**config.mk**
```make
export PLATFORM = sky130hd
export DESIGN_NAME = stream_prefetch_buf
export DESIGN_NICKNAME = d
export VERILOG_FILES = /design/src/rtl/sb_pkg.sv /design/src/rtl/sb_lookup.sv /design/src/rtl/sb_issue.sv /design/src/rtl/sb_queue.sv /design/src/rtl/stream_prefetch_buf.sv
export SDC_FILE = /design/constraint.sdc
export NUM_CORES = 1
export LEC_CHECK = 0
export BUFFER_PORTS_ARGS = -buffer_cell sky130_fd_sc_hd__buf_2
export CAP_MARGIN = 20
export CORE_MARGIN = 5
export CORE_UTILIZATION = 54
export CTS_CLUSTER_DIAMETER = 40
export DETAILED_ROUTE_END_ITERATION = 10
export GPL_TIMING_DRIVEN = 0
export PLACE_DENSITY = 0.86
export SLEW_MARGIN = 20
export SYNTH_ARGS = -nofsm -noshare
export SYNTH_HDL_FRONTEND = slang
export SYNTH_SLANG_ARGS = --single-unit
```
**constraint.sdc**
```tcl
create_clock -name clk -period 3.4 [get_ports clk]
set_input_delay 0.17 -clock clk [delete_from_list [all_inputs] [get_ports clk]]
set_output_delay 0.17 -clock clk [all_outputs]
set_load 0.05 [all_outputs]
```
**src/rtl/sb_pkg.sv**
```systemverilog
package sb_pkg;

    // Outcome of comparing a lookup against the queue head
    typedef enum logic [1:0] {
        LK_NONE = 2'd0,
        LK_HIT  = 2'd1,
        LK_WAIT = 2'd2,
        LK_MISS = 2'd3
    } lk_kind_e;

endpackage

```
**src/rtl/sb_lookup.sv**
```systemverilog
module sb_lookup
    import sb_pkg::*;
#(
    parameter int ADDR_W = 32
) (
    input  logic              lk_valid,
    input  logic [ADDR_W-1:0] lk_addr,
    input  logic              head_vld,
    input  logic              head_avail,
    input  logic [ADDR_W-1:0] head_addr,
    output lk_kind_e          kind
);

    logic head_match;

    always_comb begin
        head_match = head_vld && (head_addr == lk_addr);
        kind       = LK_NONE;
        if (lk_valid) begin
            if (head_match) begin
                kind = head_avail ? LK_HIT : LK_WAIT;
            end else begin
                kind = LK_MISS;
            end
        end
    end

endmodule

```
**src/rtl/sb_issue.sv**
```systemverilog
module sb_issue #(
    parameter int ADDR_W = 32,
    parameter int GEN_W  = 3
) (
    input  logic              clk,
    input  logic              rst_n,
    input  logic              flush,
    input  logic [ADDR_W-1:0] flush_addr,
    input  logic              fire,
    output logic              active,
    output logic [ADDR_W-1:0] next_addr,
    output logic [GEN_W-1:0]  gen
);

    typedef struct packed {
        logic              active;
        logic [ADDR_W-1:0] addr;
        logic [GEN_W-1:0]  gen;
    } iss_state_t;

    iss_state_t st_d, st_q;

    always_comb begin
        st_d = st_q;
        if (flush) begin
            st_d.active = 1'b1;
            st_d.addr   = flush_addr + ADDR_W'(1);
            st_d.gen    = st_q.gen + GEN_W'(1);
        end else if (fire) begin
            st_d.addr   = st_q.addr + ADDR_W'(1);
        end
    end

    always_ff @(posedge clk) begin
        if (!rst_n) begin
            st_q <= '0;
        end else begin
            st_q <= st_d;
        end
    end

    assign active    = st_q.active;
    assign next_addr = st_q.addr;
    assign gen       = st_q.gen;

    AST_ADDR_STEP: assert property (@(posedge clk) disable iff (!rst_n)
        (fire && !flush) |=> (next_addr == $past(next_addr) + ADDR_W'(1)));
    AST_RESTART_BASE: assert property (@(posedge clk) disable iff (!rst_n)
        flush |=> (next_addr == $past(flush_addr) + ADDR_W'(1)));
    AST_GEN_STEP: assert property (@(posedge clk) disable iff (!rst_n)
        flush |=> (gen == $past(gen) + GEN_W'(1)));
    AST_GEN_STABLE: assert property (@(posedge clk) disable iff (!rst_n)
        !flush |=> $stable(gen));

endmodule

```
**src/rtl/sb_queue.sv**
```systemverilog
module sb_queue #(
    parameter int ADDR_W = 32,
    parameter int DEPTH  = 4,
    parameter int GEN_W  = 3
) (
    input  logic              clk,
    input  logic              rst_n,
    input  logic              push,
    input  logic [ADDR_W-1:0] push_addr,
    input  logic [GEN_W-1:0]  push_gen,
    input  logic              fill_valid,
    input  logic [ADDR_W-1:0] fill_addr,
    input  logic [GEN_W-1:0]  fill_gen,
    input  logic              pop,
    input  logic              flush,
    output logic              head_vld,
    output logic              head_avail,
    output logic [ADDR_W-1:0] head_addr,
    output logic              full
);

    localparam int CNT_W = $clog2(DEPTH + 1);

    typedef struct packed {
        logic              vld;
        logic              avail;
        logic [GEN_W-1:0]  gen;
        logic [ADDR_W-1:0] addr;
    } ent_t;

    typedef struct packed {
        ent_t [DEPTH-1:0] ent;
        logic [CNT_W-1:0] cnt;
    } q_state_t;

    q_state_t st_d, st_q;

    always_comb begin
        st_d = st_q;
        // append the newly issued request at the tail
        for (int i = 0; i < DEPTH; i++) begin
            if (push && (st_q.cnt == CNT_W'(i))) begin
                st_d.ent[i].vld   = 1'b1;
                st_d.ent[i].avail = 1'b0;
                st_d.ent[i].gen   = push_gen;
                st_d.ent[i].addr  = push_addr;
            end
        end
        // returned data marks a matching entry of the same generation
        for (int i = 0; i < DEPTH; i++) begin
            if (fill_valid && st_q.ent[i].vld &&
                (st_q.ent[i].gen == fill_gen) &&
                (st_q.ent[i].addr == fill_addr)) begin
                st_d.ent[i].avail = 1'b1;
            end
        end
        st_d.cnt = st_q.cnt + CNT_W'(push) - CNT_W'(pop);
        // head leaves toward the cache, the rest advance
        if (pop) begin
            for (int i = 0; i < DEPTH - 1; i++) begin
                st_d.ent[i] = st_d.ent[i+1];
            end
            st_d.ent[DEPTH-1] = '0;
        end
        if (flush) begin
            st_d = '0;
        end
    end

    always_ff @(posedge clk) begin
        if (!rst_n) begin
            st_q <= '0;
        end else begin
            st_q <= st_d;
        end
    end

    assign head_vld   = st_q.ent[0].vld;
    assign head_avail = st_q.ent[0].avail;
    assign head_addr  = st_q.ent[0].addr;
    assign full       = (st_q.cnt == CNT_W'(DEPTH));

    AST_NO_OVERFLOW: assert property (@(posedge clk) disable iff (!rst_n)
        push |-> !full);
    AST_POP_RETURNED: assert property (@(posedge clk) disable iff (!rst_n)
        pop |-> (head_vld && head_avail));
    AST_FLUSH_EMPTIES: assert property (@(posedge clk) disable iff (!rst_n)
        flush |=> (!head_vld && st_q.cnt == '0));
    AST_POP_NOT_FLUSH: assert property (@(posedge clk) disable iff (!rst_n)
        !(pop && flush));

endmodule

```
**src/rtl/stream_prefetch_buf.sv**
```systemverilog
module stream_prefetch_buf
    import sb_pkg::*;
#(
    parameter int ADDR_W = 32,
    parameter int DEPTH  = 4,
    parameter int GEN_W  = 3
) (
    input  logic              clk,
    input  logic              rst_n,
    input  logic              lk_valid,
    input  logic [ADDR_W-1:0] lk_addr,
    output logic              lk_ready,
    output logic              rsp_valid,
    output logic              rsp_hit,
    output logic [ADDR_W-1:0] rsp_addr,
    output logic              pf_valid,
    input  logic              pf_ready,
    output logic [ADDR_W-1:0] pf_addr,
    output logic [GEN_W-1:0]  pf_gen,
    input  logic              fill_valid,
    input  logic [ADDR_W-1:0] fill_addr,
    input  logic [GEN_W-1:0]  fill_gen
);

    typedef struct packed {
        logic              valid;
        logic              hit;
        logic [ADDR_W-1:0] addr;
    } rsp_t;

    lk_kind_e          kind;
    logic              head_vld, head_avail, full;
    logic [ADDR_W-1:0] head_addr;
    logic              is_hit, is_miss, fire, active;
    rsp_t              rsp_d, rsp_q;

    sb_lookup #(.ADDR_W(ADDR_W)) u_lookup (
        .lk_valid   (lk_valid),
        .lk_addr    (lk_addr),
        .head_vld   (head_vld),
        .head_avail (head_avail),
        .head_addr  (head_addr),
        .kind       (kind)
    );

    assign is_hit   = (kind == LK_HIT);
    assign is_miss  = (kind == LK_MISS);
    assign lk_ready = is_hit || is_miss;
    assign pf_valid = active && !full;
    assign fire     = pf_valid && pf_ready;

    sb_issue #(.ADDR_W(ADDR_W), .GEN_W(GEN_W)) u_issue (
        .clk        (clk),
        .rst_n      (rst_n),
        .flush      (is_miss),
        .flush_addr (lk_addr),
        .fire       (fire),
        .active     (active),
        .next_addr  (pf_addr),
        .gen        (pf_gen)
    );

    sb_queue #(.ADDR_W(ADDR_W), .DEPTH(DEPTH), .GEN_W(GEN_W)) u_queue (
        .clk        (clk),
        .rst_n      (rst_n),
        .push       (fire),
        .push_addr  (pf_addr),
        .push_gen   (pf_gen),
        .fill_valid (fill_valid),
        .fill_addr  (fill_addr),
        .fill_gen   (fill_gen),
        .pop        (is_hit),
        .flush      (is_miss),
        .head_vld   (head_vld),
        .head_avail (head_avail),
        .head_addr  (head_addr),
        .full       (full)
    );

    always_comb begin
        rsp_d       = '0;
        rsp_d.valid = lk_ready;
        rsp_d.hit   = is_hit;
        rsp_d.addr  = lk_addr;
    end

    always_ff @(posedge clk) begin
        if (!rst_n) begin
            rsp_q <= '0;
        end else begin
            rsp_q <= rsp_d;
        end
    end

    assign rsp_valid = rsp_q.valid;
    assign rsp_hit   = rsp_q.hit;
    assign rsp_addr  = rsp_q.addr;

    AST_RSP_FOLLOWS: assert property (@(posedge clk) disable iff (!rst_n)
        (lk_valid && lk_ready) |=> rsp_valid);
    AST_STALL_SILENT: assert property (@(posedge clk) disable iff (!rst_n)
        (lk_valid && !lk_ready) |=> !rsp_valid);
    AST_PF_HOLD: assert property (@(posedge clk) disable iff (!rst_n)
        (pf_valid && !pf_ready && !is_miss) |=>
            (pf_valid && $stable(pf_addr) && $stable(pf_gen)));
    AST_HIT_NEEDS_STREAM: assert property (@(posedge clk) disable iff (!rst_n)
        (rsp_valid && rsp_hit) |-> active);

endmodule

```
### After elaboration in Yosys (flattened, before gate mapping)

Cells that the tools add are included.

* flip-flop bits (word level): 221
* output and inout port bits: 71
* logic and storage cells: 85

* $add $sub $neg: 5
* eq/ne operators: 15
* mux-type cells: 14
* bitwise gates (word level): 1
* reductions and logical operators: 27

Operator list (count)
* $eq A32 B32 Y1: 5
* $mux W37: 4
* $mux W111: 1
* $add A32 B1 Y32 const B: 2
* $mux W32: 2
* $logic_and A1 B1 Y1: 19
* $eq A3 B3 Y1: 4
* $eq A3 B2 Y1 const B: 2
* $mux W2: 3
* $mux W1: 4
* $reduce_bool A2 Y1: 2
* $add A3 B1 Y3: 1
* $add A3 B1 Y3 const B: 1
* $eq A3 B1 Y1 const B: 1
* $eq A3 B3 Y1 const B: 1
* $logic_not A3 Y1: 1
* $reduce_bool A3 Y1: 1
* $reduce_or A3 Y1: 1
* $sub A3 B1 Y3: 1
* $eq A2 B1 Y1 const B: 1
* $eq A2 B2 Y1 const B: 1
* $reduce_or A2 Y1: 1
* $logic_not A1 Y1: 1
* $logic_or A1 B1 Y1: 1
* $not A1 Y1: 1

### Depth between registers and ports, before layout

Gate-level depths: netlist (run 1).

* depth after elaboration: 8
* depth in mapped cells: 17

### Cells and area by module

From an unflattened synthesis (run 1), not the netlist that was laid out.

* cell total of the unflattened synthesis: 1374
* area total of the unflattened synthesis: 12349.3 µm²

By module, submodules not included
* sb_queue: instances 1, cells an instance 897, area an instance 8096.5 µm², seq. area each 3022.9 µm²
* sb_issue: instances 1, cells an instance 353, area an instance 2889.0 µm², seq. area each 720.7 µm²
* stream_prefetch_buf: instances 1, cells an instance 76, area an instance 984.7 µm², seq. area each 680.7 µm²
* sb_lookup: instances 1, cells an instance 48, area an instance 379.1 µm², seq. area each 0.0 µm²

### Least setup slack after synthesis (run 1)

Ideal clock, no wire load.

* kind: input to register
* from: input port lk_addr[21]
* to: register u_issue.st_q (netlist bit u_issue.next_addr[22])
* library setup time: 0.116 ns
* arrival time: 3.313 ns
* data required time: 3.284 ns
* slack: -0.030 ns
* stages on the path: 17
* path through: clkbuf_1 xnor2_1 nand4_1 nor3_1 a31oi_1 clkbuf_1 clkbuf_1 nand2_1 o21ai_0 ha_1 clkbuf_1 nand2_1 nor4_1 nand4_1 xor2_1 nand2_1 o211a_1

* longest elaborated chain between the ends: 6
* elaborated cells on any way between the ends: 8

RTL lines
* start: declaration: line stream_prefetch_buf.sv:11 `input logic [ADDR_W-1:0] lk_addr,`
* parallel branches: the longest is 6 deep, another holds $add A32 B1 Y32
* end signal: assignment: line sb_issue.sv:38 `st_q <= st_d;`
* end: declaration: line sb_issue.sv:21 `iss_state_t st_d, st_q;`

Several ways; the timed one is not identified.
A chain may end at the register's enable or synchronous reset.

### Worst setup path in the final report (run 1)

* from: register u_queue.st_q (netlist bit u_queue.head_addr[2])
* to: register u_issue.st_q (netlist bit u_issue.next_addr[4])

* longest elaborated chain between the ends: 6
* elaborated cells on any way between the ends: 7

RTL lines
* start: declaration: line sb_queue.sv:36 `q_state_t st_d, st_q;`
* start signal: assignment: line sb_queue.sv:74 `st_q <= st_d;`
* $eq A32 B32 Y1 (*): line sb_lookup.sv:17 `head_match = head_vld && (head_addr == lk_addr);`
* $logic_and A1 B1 Y1 (*): line sb_lookup.sv:17
* $mux W2 (*): line sb_lookup.sv:20 `if (head_match) begin`
* $mux W2 (*): line sb_lookup.sv:19 `if (lk_valid) begin`
* $eq A2 B2 Y1 (*): line stream_prefetch_buf.sv:47 `assign is_miss = (kind == LK_MISS);`
* $mux W32 or $reduce_bool A2 Y1 (tied branches)

Every way passes the cells marked *; elsewhere a longest branch is shown, timed or not.

==> summary.md, run 1 <==
| Metric | Value |
|---|---|
| DR DRC count | 0 |
| Post-DRT Antenna Nets | 0 |
| Design area | 15330 sq um |
| Mapped Avg Cell Area | 8.403 sq um |
| Worst Path Required | 3.76 ns |
| Post-Syn Area | 12390 sq um |
| NumNets Final | 1754 |
| Worst setup EP type | flop |
| Placed Cells | 1889 |
| Startpoint Class | flop |
| Clock sink count | 221 |
| CORE AREA | between 20000 and 25000 sq um |
| DR vias | 12488 |
| Synth Area in Compound Gates | 0.1513 |
| GRT Total Usage | 0.3569 |
| Class of the worst hold path | input port to flop |
| Grt total ovfl | 0 |
| Minimum clock period | roughly 3.4 ns |
| Initial core utilization | 0.5471 |
| Row count | 55 |
| CP max stage delay | 0.62 ns |
| Die extent in y | 161.4 um |
| Initial antenna violation count | 0 |
| Critical Setup Path Class | flop to flop |
| Achievable Freq | 296.9 MHz |
| Vias in the first global route | 12168 |
| Synth async-reset ratio | 0 |
| Largest family of logic cells by synthesized area | simple AND/OR/NAND/NOR gates |
| Yosys warns | 0 |
| Max transition margin | 0.3415 |
| Ant. Diodes | 0 |
| Ports | 143 |
| PortBufs | 129 |
| Final cell count without fillers | 1988 |
| Cells after Synth | 1474 |
| Share of layout cells above drive strength 1 | 0.1844 |
| DRT Wirelength | 48140 um |
| 1st-iter DRT viols | 1437 |
| Global placer's final weighted congestion | 1.003 |
| Max Cap Viol | 0 |
| Worst slack at placement | -1.531 ns |
| Vias per std cell | roughly 6.3 |
| CTS tree | built |
| Placed Area | 13420 sq um |
| Die area | 26060 sq um |
| Crit-path cells | xnor2_2 -> nand4_1 -> nor3_2 -> a31oi_4 -> buf_4 -> nand2b_1 -> clkbuf_1 -> clkbuf_1 -> clkbuf_1 -> o2bb2ai_1 |
| Final Skew | ~0.015 ns |
| CTS max path bufs | 3 |
| Status | finished clean |
| Slowest-stage cell, CP | clkbuf_1 |
| Leakage | 5.620 nW |
| Largest net degree at the start of global routing | 13 |
| DR pass1 iterations | 8 |
| CP most frequent cell | clkbuf_1 |
| Synthesized-area fraction occupied by and/or/nand/nor cells | 0.2155 |
| First-pass GRT wire length | 71810 um |
| WL/cell | 24.22 um |
| Cts bufs inserted | 35 |
| CTS clk-pin slew, worst paths | 0.05 ns |
| Detailed Place HPWL | 37620 um |
| Fill cell count | 1819 |
| Setup violators final | 0 |
| Number of synthesized flops with an enable pin | 0 |
| Critical Path Fanout Max | 10 |
| Xor and xnor area share after synthesis | 0.1554 |
| Netlist cell types | 57 |
| Worst EP arrival | roughly 3.7 ns |
| Post-Synth Adder-Cell Area | 0.005657 |
| Area Overhead vs Synth | 23.80% |
| Clock Latency Late Sink | just over 0.5 ns |
| Max-slew violations | 0 |
| VDD IR max | 0.0003821 V |
| Syn nets | 1551 |
| DIE WIDTH | 161.4 um |
| Final worst path period share | 0.9906 |
| Sequential fraction of the synthesis area | 0.3572 |
| Mux cell area share after synthesis | 0.05839 |
| Endpoints failing hold | 0 |
| Slew @ Worst Pin | 0.9877 ns |
| Most used DFF post-synth | dfxtp_1 |
| H-tree Lvls | 2 |
| Flops & latches, synth | between 200 and 250 |
| Setup WS post-layout | 0.03183 ns |
| Pwr/cell area | around 490 nW/um^2 |
| Clk root buf | clkbuf_16 |
-- cells in the mapped netlist, types with 13 or more instances --
library cell  instances  share of area
and2_1               37          0.019
mux2i_1              64          0.052
nand2_1             152          0.046
nand4_1              58          0.029
inv_1                58          0.018
xnor2_1             140          0.099
o21ai_0              36          0.015
a211oi_1             68          0.041
nor3_1               90          0.036
o211a_1              25          0.020
and3_1               13         0.0066
dfxtp_1             221           0.36
clkbuf_1            103          0.031
a21oi_1              39          0.016
nor4_1               32          0.016
a2111oi_2            30          0.036
nand3_1              36          0.015
nor2_1              104          0.032
xor2_1               76          0.054
-- critical path, delay by kind of cell (launching register included) --
kind	cells	cell delay [ns]
and+or+nand+nor	3	0.34
buffers and inverters	4	1.78
AOI/OAI and AO/OA	2	0.40
xor gates and xnor gates	1	0.17
DFF	1	0.52
-- what timing repair did --
action / in CTS / in global routing
resized for setup: 44 / 31
buffers inserted: 8 / 9
hold endpoints to repair: 21 / 0
endpoints found under the setup margin: 66 / 79
pin swaps: 9 / 10
hold buffers: 21 / 0
-- metrics by stage --
| stage | setup TNS (ns) | hold slack, ns | util | power, W |
|---|---|---|---|---|
| global route | -0.006350 | 0.003681 | 0.6773 | 0.007693 |
| finish | 0 | 0.01077 | 0.6773 | 0.007524 |
| floorplan | 0 | 0.2917 | - | 0.003284 |
| detailed placement | -23.92 | 0.4592 | 0.5926 | 0.003619 |
| global placement | -51.24 | 0.4582 | 0.5918 | 0.003609 |
| CTS | 0 | 0.0006621 | 0.6703 | 0.007467 |
-- final cells by class --
cell class                 instances  area, sq um  area share
sequential                       221         4442      0.2897
clock buffer                      41        970.9     0.06332
inverter                          58        217.7     0.01420
buffer                           117        495.5     0.03231
multi-input combinational       1076         7557      0.4929
tap                              285        356.6     0.02326
clock inverter                    22        301.5     0.01967
timing repair buffer             168        992.2     0.06471
-- registers in the layout (all words and copies together), names as in the netlist --
register / cells
u_issue.gen: 3
u_queue.st_q: 117
rsp_hit: 1
rsp_addr: 32
u_issue.next_addr: 32
u_queue.head_vld: 1
u_issue.active: 1
rsp_valid: 1
u_queue.head_addr: 32
u_queue.head_avail: 1
-- power by group --
part / switching [W] / internal [W]
Clock: 0.00135 / 0.00252
Sequential: 0.0000807 / 0.00265
Combinational: 0.000648 / 0.000278
Total: 0.00207 / 0.00545
-- logic make-up (layout without fill, tap and decap cells) --
kind of cell               Yosys count  count (layout)
muxes                               71              71
DFF                                221             221
and+or+nand+nor                    548             548
buffers and inverters              177             406
AOI/OAI and AO/OA                  234             234
adders and majority gates            5               5
xor gates and xnor gates           218             218
-- final timing paths --
path | start | end | slack (ns) | depth (start not counted)
max | u_queue.head_addr[2] | u_issue.next_addr[4] | 0.03 | 10
min reg2reg | u_queue.st_q[137] | u_queue.st_q[137] | 0.48 | 2
max reg2reg | u_queue.head_addr[2] | u_issue.next_addr[4] | 0.03 | 10
min | lk_addr[1] | rsp_addr[1] | 0.01 | 2
-- layout by cell type, fill, tap and decap left out, types with 58 or more instances in the layout --
cell type / instances
inv_1: 58
dfxtp_1: 207
xnor2_1: 122
mux2i_1: 64
a211oi_1: 68
clkbuf_1: 94
nor2_1: 103
nand4_1: 58
buf_2: 141
nand2_1: 152
xor2_1: 76
nor3_1: 87
-- metal layers --
| metal | share of wire | vias to the layer above | GRT usage |
|---|---|---|---|
| li1 | - | 5596 | - |
| met1 | 0.38 | 5783 | 0.4451 |
| met2 | 0.44 | 879 | 0.5590 |
| met3 | 0.11 | 230 | 0.07604 |
| met4 | 0.077 | 0 | 0.2319 |
| met5 | 0 | - | 0 |
Note: power is estimated with default switching activity, not from simulation.
==> inputs of run 2 (changes only) <==
CORE_MARGIN = unset   (was 5)
==> run 2 against run 1 <==
Effect of this change: final area is essentially flat; total power shrank 2.0%; non-clock buffer count grew 3; setup slack lost 0.0092 ns; critical path type unchanged.
==> summary.md, run 2 (synthesis gave the netlist of run 1 again) <==
| Metric | Value |
|---|---|
| CP max stage delay | 0.62 ns (about the same) |
| Die area | 23550 sq um (-9.7%) |
| Final worst path period share | 0.9933 (+0.002692) |
| Slowest-stage cell, CP | clkbuf_1 |
| Clock sink count | 221 (unchanged) |
| Setup violators final | 0 (unchanged) |
| Worst slack at placement | -1.673 ns (-0.1416 ns) |
| DIE WIDTH | 153.4 um (-5.0%) |
| NumNets Final | 1758 (+0.23%) |
| VDD IR max | 0.0003341 V (-13%) |
| DRT Wirelength | 49250 um (+2.3%) |
| Detailed Place HPWL | 38050 um (+1.2%) |
| WL/cell | 24.71 um (+2.0%) |
| Leakage | 5.620 nW (about the same) |
| CTS max path bufs | 3 (unchanged) |
| Initial antenna violation count | 0 (unchanged) |
| Critical Path Fanout Max | 10 (unchanged) |
| DR DRC count | 0 (unchanged) |
| Startpoint Class | flop |
| Reg2reg start | u_queue.head_addr[4] |
| Critical Setup Path Class | flop to flop |
| Commonest non-fill, non-tap cell in the layout | dfxtp_1 |
| CP Launch Point | u_queue.head_addr[4] |
| CORE AREA | 22570 sq um (-0.30%) |
| Area Overhead vs Synth | 23.72% (about the same) |
| Initial core utilization | 0.5487 (+0.001668) |
| Row count | 55 (unchanged) |
| Met1 Use GR | 0.5247 (+0.07962) |
| Slew @ Worst Pin | 1.211 ns (+0.2232 ns) |
| H-tree Lvls | 2 (unchanged) |
| Clk root buf | clkbuf_16 |
| Clock Latency Late Sink | 0.52 ns (about the same) |
| Max FFs per register | 117 (unchanged) |
| Endpoints failing hold | 0 (unchanged) |
| Met3 Use GR | 0.06464 (-0.01140) |
| Pwr/cell area | 481.4 nW/um^2 (-1.9%) |
| Placed Area | 13420 sq um (unchanged) |
| Flop-to-flop setup slack | 0.02 ns (about the same) |
| Crit-path cells | xnor2_2 -> nand3_1 -> nor3_2 -> a31oi_4 -> nand2b_1 -> clkbuf_1 -> clkbuf_2 -> clkbuf_1 -> o2bb2ai_1 |
| Design area | 15320 sq um (about the same) |
| Final Skew | 0.01397 ns (-0.001031 ns) |
| Met2 usage | 0.6397 (+0.08067) |
| 1st-iter DRT viols | 1246 (-13%) |
| Cts bufs inserted | 36 (+2.9%) |
| Post-DRT Antenna Nets | 0 (unchanged) |
| Max Cap Viol | 0 (unchanged) |
| Worst EP arrival | 3.75 ns (+0.02 ns) |
| Core Util, Final | 0.6789 (+0.001621) |
| Final cell count without fillers | 1993 (+0.25%) |
| Top reg by flops | u_queue.st_q |
| CP bufs+invs | 3 (-1) |
| CTS tree | built |
| Ports | 143 (unchanged) |
| Max-slew violations | 0 (unchanged) |
| Worst setup EP type | flop |
| Most frequent cells in the layout | dfxtp_1 (210), nand2_1 (152), buf_2 (140) |
| Global placer's final weighted congestion | 1.037 (+3.3%) |
| Share of layout cells above drive strength 1 | 0.1850 (+0.0006312) |
| Ant. Diodes | 0 (unchanged) |
| Final setup TNS | 0 ns (unchanged) |
| Largest net degree at the start of global routing | 13 (unchanged) |
| Grt total ovfl | 0 (unchanged) |
| CTS clk-pin slew, worst paths | 0.06 ns (about the same) |
| Achievable Freq | 296.1 MHz (-0.27%) |
| PortBufs | 129 (unchanged) |
| DR pass1 iterations | 5 (-3) |
| Worst Path Required | 3.77 ns (about the same) |
| Die extent in y | 153.4 um (-5.0%) |
| Hold wc startpoint | lk_addr[2] |
| DR vias | 12390 (-0.78%) |
| Max transition margin | 0.1873 (-0.1542) |
| Family with the most delay on the worst path | buffers and inverters |
| Status | finished clean |
| Class of the worst hold path | input port to flop |
| Vias per std cell | 6.217 (-1.0%) |
| CP most frequent cell | clkbuf_1 |
| Setup WS post-layout | 0.02268 ns (-0.009152 ns) |
| First-pass GRT wire length | 71730 um (-0.12%) |
| GRT Total Usage | 0.4093 (+0.05245) |
| Gr busiest metal | met2 |
| Placed Cells | 1889 (unchanged) |
| Vias in the first global route | 11575 (-4.9%) |
| Minimum clock period | 3.377 ns (+0.009152 ns) |
| RSZ-0062 raised after global routing | no |
==> run 2: metal layers <==
metal	vias to the layer above	share of wire
met5	-	0
met3	165	0.10
met2	838	0.44
met1	5783	0.39
li1	5604	-
met4	0	0.069
==> run 2: what timing repair did <==
item	in CTS	in global routing
setup endpoints to repair	65	86
hold buffers	22	0
pin swaps	11	12
endpoints found under the hold margin	22	0
buffers inserted	7	12
gates resized for setup	48	26
==> run 2: cell type report <==
type / count / area [sq um]
fillers: 1824 / 7248
clock inverters: 24 / 247.7
plain buffers: 117 / 496.7
repair buffers: 171 / 1013
well taps: 285 / 356.6
multi-input cells: 1076 / 7592
flip-flops and latches: 221 / 4438
clock buffers: 41 / 960.9
inverters: 58 / 217.7
==> run 2: worst paths after layout <==
| path | endpoint | cells past startpoint |
|---|---|---|
| setup / recovery | u_issue.next_addr[4] | 9 |
| hold reg to reg | u_queue.st_q[114] | 2 |
| setup reg to reg | u_issue.next_addr[4] | 9 |
| hold / removal | rsp_addr[2] | 2 |
==> run 2: metrics by stage <==
| step | total power, W | hold WS (ns) |
|---|---|---|
| after floorplan | 0.003284 | 0.2917 |
| after global placement | 0.003619 | 0.4557 |
| after detailed placement | 0.003624 | 0.4530 |
| after CTS | 0.007315 | 0.002290 |
| after global routing | 0.007517 | 0.01188 |
| final | 0.007377 | 0.005593 |
==> run 2: power by group <==
group | internal (W) | total [W] | switching, W
clock network | 0.00230 | 0.00371 | 0.00141
logic | 0.000280 | 0.000936 | 0.000655
registers | 0.00265 | 0.00273 | 0.0000806
==> run 2: worst reg2reg max path, cell delays in order (launching register included) <==
cell and delay [ns]:
dfxtp_1 0.48, xnor2_2 0.16, nand3_1 0.18, nor3_2 0.09
a31oi_4 0.31, nand2b_1 0.15, clkbuf_1 0.62, clkbuf_2 0.46
clkbuf_1 0.60, o2bb2ai_1 0.16
